$ cat config.mk
export PLATFORM = sky130hd
export DESIGN_NAME = lcd_bus_bridge
export DESIGN_NICKNAME = d
export VERILOG_FILES = /design/src/rtl/lcdb_pkg.sv /design/src/rtl/lcdb_sync.sv /design/src/rtl/lcdb_decode.sv /design/src/rtl/lcdb_seq.sv /design/src/rtl/lcd_bus_bridge.sv
export SDC_FILE = /design/constraint.sdc
export NUM_CORES = 1
export LEC_CHECK = 0
export CORE_MARGIN = 1.5
export CORE_UTILIZATION = 41
export CTS_CLUSTER_DIAMETER = 50
export CTS_CLUSTER_SIZE = 30
export DETAILED_ROUTE_END_ITERATION = 8
export DONT_BUFFER_PORTS = 1
export PLACE_DENSITY = 0.52
export SYNTH_ARGS = -nofsm -noshare
export SYNTH_HDL_FRONTEND = slang
export SYNTH_SLANG_ARGS = --single-unit
$ cat constraint.sdc
create_clock -name clk -period 3.4 [get_ports clk]
set_input_delay 0.34 -clock clk [delete_from_list [all_inputs] [get_ports clk]]
set_output_delay 0.34 -clock clk [all_outputs]
set_load 0.05 [all_outputs]
$ cat src/rtl/lcdb_pkg.sv
package lcdb_pkg;
  typedef enum logic [1:0] {
    ST_IDLE   = 2'd0,
    ST_SETUP  = 2'd1,
    ST_ACTIVE = 2'd2,
    ST_HOLD   = 2'd3
  } lcdb_state_t;
endpackage

$ cat src/rtl/lcdb_sync.sv
module lcdb_sync #(
  parameter int W      = 2,
  parameter int STAGES = 2
) (
  input  logic         clk,
  input  logic         rst_n,
  input  logic [W-1:0] d,
  output logic [W-1:0] q
);
  generate
    if (STAGES == 0) begin : g_bypass
      assign q = d;
    end else begin : g_chain
      logic [W-1:0] stage_q [STAGES];
      always_ff @(posedge clk or negedge rst_n) begin
        if (!rst_n) begin
          for (int i = 0; i < STAGES; i++) stage_q[i] <= '1;
        end else begin
          stage_q[0] <= d;
          for (int i = 1; i < STAGES; i++) stage_q[i] <= stage_q[i-1];
        end
      end
      assign q = stage_q[STAGES-1];
    end
  endgenerate
endmodule

$ cat src/rtl/lcdb_decode.sv
module lcdb_decode #(
  parameter logic [5:0] WIN_TAG  = 6'b101010,
  parameter logic [7:0] LO_MASK  = 8'h00,
  parameter logic [7:0] LO_VALUE = 8'hFF
) (
  input  logic [7:0] hi_addr,
  input  logic [7:0] lo_addr,
  output logic       hit,
  output logic       rs_sel,
  output logic       rw_sel
);
  logic hi_match, lo_match;
  always_comb begin
    hi_match = (hi_addr[7:2] == WIN_TAG);
    lo_match = (((lo_addr ^ LO_VALUE) & LO_MASK) == 8'h00);
    hit      = hi_match && lo_match;
    rw_sel   = hi_addr[0];
    rs_sel   = hi_addr[1];
  end
endmodule

$ cat src/rtl/lcdb_seq.sv
module lcdb_seq
  import lcdb_pkg::*;
#(
  parameter int SETUP_CYC = 3,
  parameter int HOLD_CYC  = 2
) (
  input  logic clk,
  input  logic rst_n,
  input  logic strb_act,
  input  logic hit,
  input  logic rs_sel,
  input  logic rw_sel,
  input  logic rd_n_raw,
  output logic lcd_e,
  output logic lcd_rs,
  output logic lcd_rw,
  output logic ad_oe,
  output logic lcd_db_oe
);
  localparam int CNT_MAX = (SETUP_CYC > HOLD_CYC) ? SETUP_CYC : HOLD_CYC;
  localparam int CW      = (CNT_MAX < 2) ? 1 : $clog2(CNT_MAX);
  localparam logic [CW-1:0] SETUP_LAST = CW'(SETUP_CYC - 1);
  localparam logic [CW-1:0] HOLD_LAST  = CW'(HOLD_CYC - 1);

  lcdb_state_t st;
  logic [CW-1:0] cnt;
  logic rs_q, rw_q, e_q, oe_q;

  always_ff @(posedge clk or negedge rst_n) begin
    if (!rst_n) begin
      st   <= ST_IDLE;
      cnt  <= '0;
      rs_q <= 1'b0;
      rw_q <= 1'b0;
      e_q  <= 1'b0;
      oe_q <= 1'b0;
    end else begin
      oe_q <= ((st == ST_SETUP) || (st == ST_ACTIVE)) && rw_q && !rd_n_raw;
      case (st)
        ST_IDLE: begin
          if (hit) begin
            rs_q <= rs_sel;
            rw_q <= rw_sel;
            if (strb_act) begin
              st  <= ST_SETUP;
              cnt <= '0;
            end
          end
        end
        ST_SETUP: begin
          if (!strb_act) begin
            st <= ST_IDLE;
          end else if (cnt == SETUP_LAST) begin
            st  <= ST_ACTIVE;
            e_q <= 1'b1;
          end else begin
            cnt <= cnt + 1'b1;
          end
        end
        ST_ACTIVE: begin
          if (!strb_act) begin
            st  <= ST_HOLD;
            e_q <= 1'b0;
            cnt <= '0;
          end
        end
        ST_HOLD: begin
          if (cnt == HOLD_LAST) st <= ST_IDLE;
          else cnt <= cnt + 1'b1;
        end
        default: st <= ST_IDLE;
      endcase
    end
  end

  assign lcd_e     = e_q;
  assign lcd_rs    = rs_q;
  assign lcd_rw    = rw_q;
  assign ad_oe     = oe_q;
  assign lcd_db_oe = !(rw_q && (st != ST_IDLE));
endmodule

$ cat src/rtl/lcd_bus_bridge.sv
module lcd_bus_bridge #(
  parameter int         SYNC_STAGES = 2,
  parameter int         SETUP_CYC   = 3,
  parameter int         HOLD_CYC    = 2,
  parameter logic [5:0] WIN_TAG     = 6'b101010,
  parameter logic [7:0] LO_MASK     = 8'h00,
  parameter logic [7:0] LO_VALUE    = 8'hFF
) (
  input  logic       clk,
  input  logic       rst_n,
  input  logic       ale,
  input  logic       wr_n,
  input  logic       rd_n,
  input  logic [7:0] ad_in,
  output logic [7:0] ad_out,
  output logic       ad_oe,
  input  logic [7:0] a_hi,
  input  logic [7:0] lcd_db_in,
  output logic [7:0] lcd_db_out,
  output logic       lcd_db_oe,
  output logic       lcd_rs,
  output logic       lcd_rw,
  output logic       lcd_e
);
  logic [7:0] lo_q;
  logic [1:0] strb_s;
  logic hit, rs_sel, rw_sel, strb_act;

  always_ff @(posedge clk or negedge rst_n) begin
    if (!rst_n)   lo_q <= 8'h00;
    else if (ale) lo_q <= ad_in;
  end

  lcdb_sync #(.W(2), .STAGES(SYNC_STAGES)) u_sync (
    .clk(clk), .rst_n(rst_n), .d({wr_n, rd_n}), .q(strb_s)
  );

  assign strb_act = !(strb_s[1] && strb_s[0]);

  lcdb_decode #(.WIN_TAG(WIN_TAG), .LO_MASK(LO_MASK), .LO_VALUE(LO_VALUE)) u_dec (
    .hi_addr(a_hi), .lo_addr(lo_q), .hit(hit), .rs_sel(rs_sel), .rw_sel(rw_sel)
  );

  lcdb_seq #(.SETUP_CYC(SETUP_CYC), .HOLD_CYC(HOLD_CYC)) u_seq (
    .clk(clk), .rst_n(rst_n), .strb_act(strb_act), .hit(hit),
    .rs_sel(rs_sel), .rw_sel(rw_sel), .rd_n_raw(rd_n),
    .lcd_e(lcd_e), .lcd_rs(lcd_rs), .lcd_rw(lcd_rw),
    .ad_oe(ad_oe), .lcd_db_oe(lcd_db_oe)
  );

  assign ad_out     = lcd_db_in;
  assign lcd_db_out = ad_in;
endmodule

### Word-level counts from Yosys, hierarchy flattened

Index checks and enable logic that the tools add are counted.

* bits in registers: 12
* input port bits: 29
* output and inout port bits: 21
* word-level logic and storage cells: 56

* $add $sub $neg: 1
* eq/ne operators: 15
* muxes and demuxes: 18
* reduce and logical (&&, ||, !) cells: 14

Operators by type and width (count)
* $mux W2: 12
* $pmux W2 S4: 2
* $ne A2 B2 Y1 const B: 7
* $eq A2 B2 Y1 const B: 3
* $eq A6 B6 Y1 const B: 1
* $reduce_and A6 Y1: 1
* $reduce_and A5 Y1: 1
* $eq A2 B1 Y1 const B: 2
* $logic_and A1 B1 Y1: 4
* $reduce_and A4 Y1: 1
* $reduce_bool A2 Y1: 2
* $mux W1: 3
* $ne A3 B3 Y1 const B: 1
* $add A2 B1 Y2 const B: 1
* $logic_not A1 Y1: 2
* $logic_not A2 Y1: 1
* $ne A2 B1 Y1 const B: 1
* $pmux W1 S2: 1
* $reduce_and A2 Y1: 1
* $logic_or A1 B1 Y1: 1

### Logic depth before layout (Yosys ltp)

* depth after elaboration: 4
* mapped depth: 6

### Cells and area by module

Synthesis repeated with hierarchy kept, for this count alone.

* cell total of the unflattened synthesis: 92
* area total of the unflattened synthesis: 1117.3 µm²

Modules (own cells, without submodules)
* lcdb_seq: instances 1, cells an instance 48, area an instance 503.0 µm², sequential area each 200.2 µm²
* lcd_bus_bridge: instances 1, cells an instance 34, area an instance 455.4 µm², sequential area each 200.2 µm²
* lcdb_sync: instances 1, cells an instance 6, area an instance 120.1 µm², sequential area each 105.1 µm²
* lcdb_decode: instances 1, cells an instance 4, area an instance 38.8 µm², sequential area each 0.0 µm²

### Worst setup path before layout

No wires, ideal clock.

* path kind: register -> output
* from: register u_seq.st[0]
* to: output port lcd_db_oe
* data arrival time: 1144 ps
* data required time: 3060 ps
* setup slack: 1916 ps
* cell stages (with the launch flop): 4
* cell sequence: dfrtp_1 inv_1 ha_1 nand2b_1

* longest elaborated chain between the ends: 3

RTL lines
* start: declaration: line lcdb_seq.sv:25 `lcdb_state_t st;`
* start signal: assignment: line lcdb_seq.sv:31 `st <= ST_IDLE;`
* start signal: assignment: line lcdb_seq.sv:45 `st <= ST_SETUP;`
* start signal: assignment: line lcdb_seq.sv:52 `st <= ST_IDLE;`
* $reduce_bool A2 Y1: line lcdb_seq.sv:80 `assign lcd_db_oe = !(rw_q && (st != ST_IDLE));`
* $logic_and A1 B1 Y1: line lcdb_seq.sv:80
* $logic_not A1 Y1: line lcdb_seq.sv:80
* end: declaration: line lcd_bus_bridge.sv:20 `output logic lcd_db_oe,`

Every way passes these cells.

### Worst setup path in the final report

Ends and elaborated chain as after synthesis.

==> results.json <==
{
  "status": "finished, final reports clean",
  "drc_errors": 0,
  "postRouteAntennaNets": 0,
  "nNetsFinal": 96,
  "clk_latency_ns": 0.26,
  "ios": 50,
  "die_area_um2": 2074,
  "use_met1_pct": 14.79,
  "globalRouteMet3Util_pct": 1.190,
  "tritoncts": "built",
  "dpl.hpwl_um": 837.9,
  "hp-class": "in2reg",
  "synth_most_common_cell": "buf_4",
  "ys_top_cells_by_area": "dfrtp_1 (27%), buf_4 (16%), dfstp_2 (14%), ha_1 (10%), mux2_2 (6.1%)",
  "grt_pass1_wl_mm": 1.773,
  "num_antenna_cells": 0,
  "cts_buffers": 3,
  "avgSynthCellArea_um2": 10.45,
  "synth_nets": 106,
  "cts-root-buf": "clkbuf_4",
  "antenna_found_initial": 0,
  "r2r_end": "u_seq.cnt[0]",
  "leakage_nw": 0.3134,
  "gp_congestion": 0.7247,
  "slew_viol_final": 0,
  "syn_area_um2": 742.0,
  "use_met2_pct": 19.15,
  "syn_inst": 71,
  "cp_max_fo": 6,
  "vias": 425,
  "timing.final.crit_period_ns": 1.878,
  "die_x_um": 45.54,
  "overflow": 0,
  "coreArea_um2": 1708,
  "cts.path.max_buffers": 2,
  "hold_violations": 0,
  "critPathLaunchType": "flip-flop",
  "skew_ns": 0.003078,
  "ff2ff_setup_slack_ns": 1.76,
  "worstSetupStartpoint": "u_seq.st[0]",
  "fin_crit_sh_pct": 55.23,
  "routed_wl_mm": 1.069,
  "post_cts_buffers": 0,
  "arrival_ns": 1.54,
  "synth_top_area_cell": "dfrtp_1",
  "via_per_inst": 5.000,
  "ys_ff_latch": 12,
  "wl_per_cell_um": 12.58,
  "path_clk_slew_ns": 0.07,
  "setup_violations": 0,
  "grt_pass1_vias": 442,
  "timing.critical_path.to": "lcd_db_oe",
  "postSynth.asyncResetShare_pct": 100.0,
  "rsz0062_at_grt": "no",
  "area_growth_pct": -5.734,
  "fin_setup_tns_ns": 0,
  "hp-start": "rd_n",
  "synth-edff-count": 0,
  "required_ns": 3.06,
  "placed_area_um2": 653.1,
  "htree_levels": 1,
  "cp-end-kind": "output port",
  "drive_above_1_share_pct": 23.33,
  "initial_core_util_pct": 43.44,
  "r2r_cells": 5,
  "ys.warnings.count": 0,
  "top_usage_layer": "met2",
  "drtIter0Drc": 7,
  "rr_startpoint": "u_seq.st[0]",
  "irDropWorstVdd_v": 0.0003931,
  "die_h_um": 45.54,
  "critPathKind": "reg2out",
  "track_usage_pct": 11.89,
  "fmax_ghz": 0.5326,
  "port_buffers": 0,
  "post_cts_resized": 0,
  "synthFlopType": "dfrtp_1",
  "rows": 15,
  "worst_pin_slew_ns": 0.5215,
  "grt_max_degree": 13,
  "cap_violations": 0,
  "dr.pass1.iters": 4,
  "cts_sinks": 12,
  "ys_types": 26,
  "yosys.area.top_type_share_pct": 26.98,
  "p_per_area_nw_per_um2": 849.1,
  "yosysSeqAreaShare_pct": 41.15,
  "slew_headroom_pct": 65.23,
  "fin_area_um2": 699.4,
  "synth_common_cells": "buf_4 (16), dfrtp_1 (8), ha_1 (6)"
}
cell families after synthesis:
group / Yosys count / synth area share [%]
AOI/OAI and AO/OA: 8 / 7.758
adders and majority gates: 6 / 10.12
buffers and inverters: 20 / 18.21
DFF: 12 / 41.15
muxes: 5 / 7.420
and+or+nand+nor: 20 / 15.35
worst min path at each step:
stage / to / slack [ns] / depth (start not counted)
finish: u_sync.g_chain.stage_q[2] / 0.07 / 0
global route: u_sync.g_chain.stage_q[3] / 0.06 / 0
CTS: u_sync.g_chain.stage_q[3] / 0.06 / 0
detailed placement: u_seq.cnt[1] / 0.04 / 0
global placement: u_seq.cnt[0] / 0.04 / 0
floorplan: async pin / 0.04 / 0
stage by stage:
step | cells | hold WS [ns] | power [mW] | setup WS [ns] | util (%)
floorplan | 71 | 0.04441 | 0.4922 | 1.916 | -
global placement | 80 | 0.04471 | 0.4834 | 1.781 | 38.24
detailed placement | 80 | 0.04478 | 0.4887 | 1.755 | 38.24
CTS | 85 | 0.05872 | 0.6012 | 1.500 | 40.95
global route | 85 | 0.05510 | 0.6409 | 1.429 | 40.95
finish | 85 | 0.06905 | 0.5938 | 1.522 | 40.95
area by class of cell:
| type | instances | area, µm² |
|---|---|---|
| Inverter | 4 | 15.01 |
| Timing Repair Buffer | 1 | 10.01 |
| Tap cell | 25 | 31.28 |
| Fill cell | 176 | 1008 |
| Sequential cell | 12 | 305.3 |
| Multi-Input combinational cell | 39 | 301.5 |
| Clock buffer | 4 | 36.28 |
state kept, by name, summed over array words and instances, names as in the netlist, named ones only:
| register | count |
|---|---|
| u_seq.cnt | 2 |
| u_sync.g_chain.stage_q | 2 |
| u_sync.q | 2 |
| u_seq.ad_oe | 1 |
| u_seq.lcd_e | 1 |
| u_seq.lcd_rs | 1 |
| u_seq.lcd_rw | 1 |
| u_seq.st | 1 |
worst max-delay path: stages, from the launching register on:
cell and delay [ns]:
dfrtp_1 0.40, inv_1 0.13, ha_1 0.28, nand2b_1 0.47
report_power, final:
| part | internal [mW] | switching (mW) | leakage (nW) | total (mW) |
|---|---|---|---|---|
| logic | 0.107 | 0.123 | 0.150 | 0.230 |
| clock network | 0.0649 | 0.0416 | 0.0210 | 0.107 |
| registers | 0.182 | 0.0753 | 0.143 | 0.257 |
layout by cell type (no fill, tap or decap):
master	count
nand2_1	4
nor2b_1	1
nand4bb_1	1
o21a_1	1
and3b_1	1
dlygate4sd3_1	1
dfstp_2	4
a21oi_1	1
ha_1	6
a21o_1	1
clkbuf_4	3
nor2_1	5
mux2_2	4
nand2b_1	2
nor4_1	2
o21ai_0	1
mux2i_1	1
or3_1	1
and2b_2	1
clkbuf_8	1
o31a_1	1
dfrtp_1	8
a22o_1	1
a22oi_1	1
o211ai_1	1
inv_1	4
and2_4	1
nor3_1	1
metal layers:
| layer | share of wire [%] | wire length [µm] |
|---|---|---|
| met1 | 45 | 485 |
| met2 | 48 | 511 |
| met3 | 5.1 | 54 |
| met4 | 1.6 | 17 |
| met5 | 0 | 0 |
timing repair:
action | in CTS | in global routing
hold endpoints to repair | 12 | 0
endpoints found under the setup margin | 0 | 0
hold buffers | 1 | 0
(Power assumes the default switching activity.)
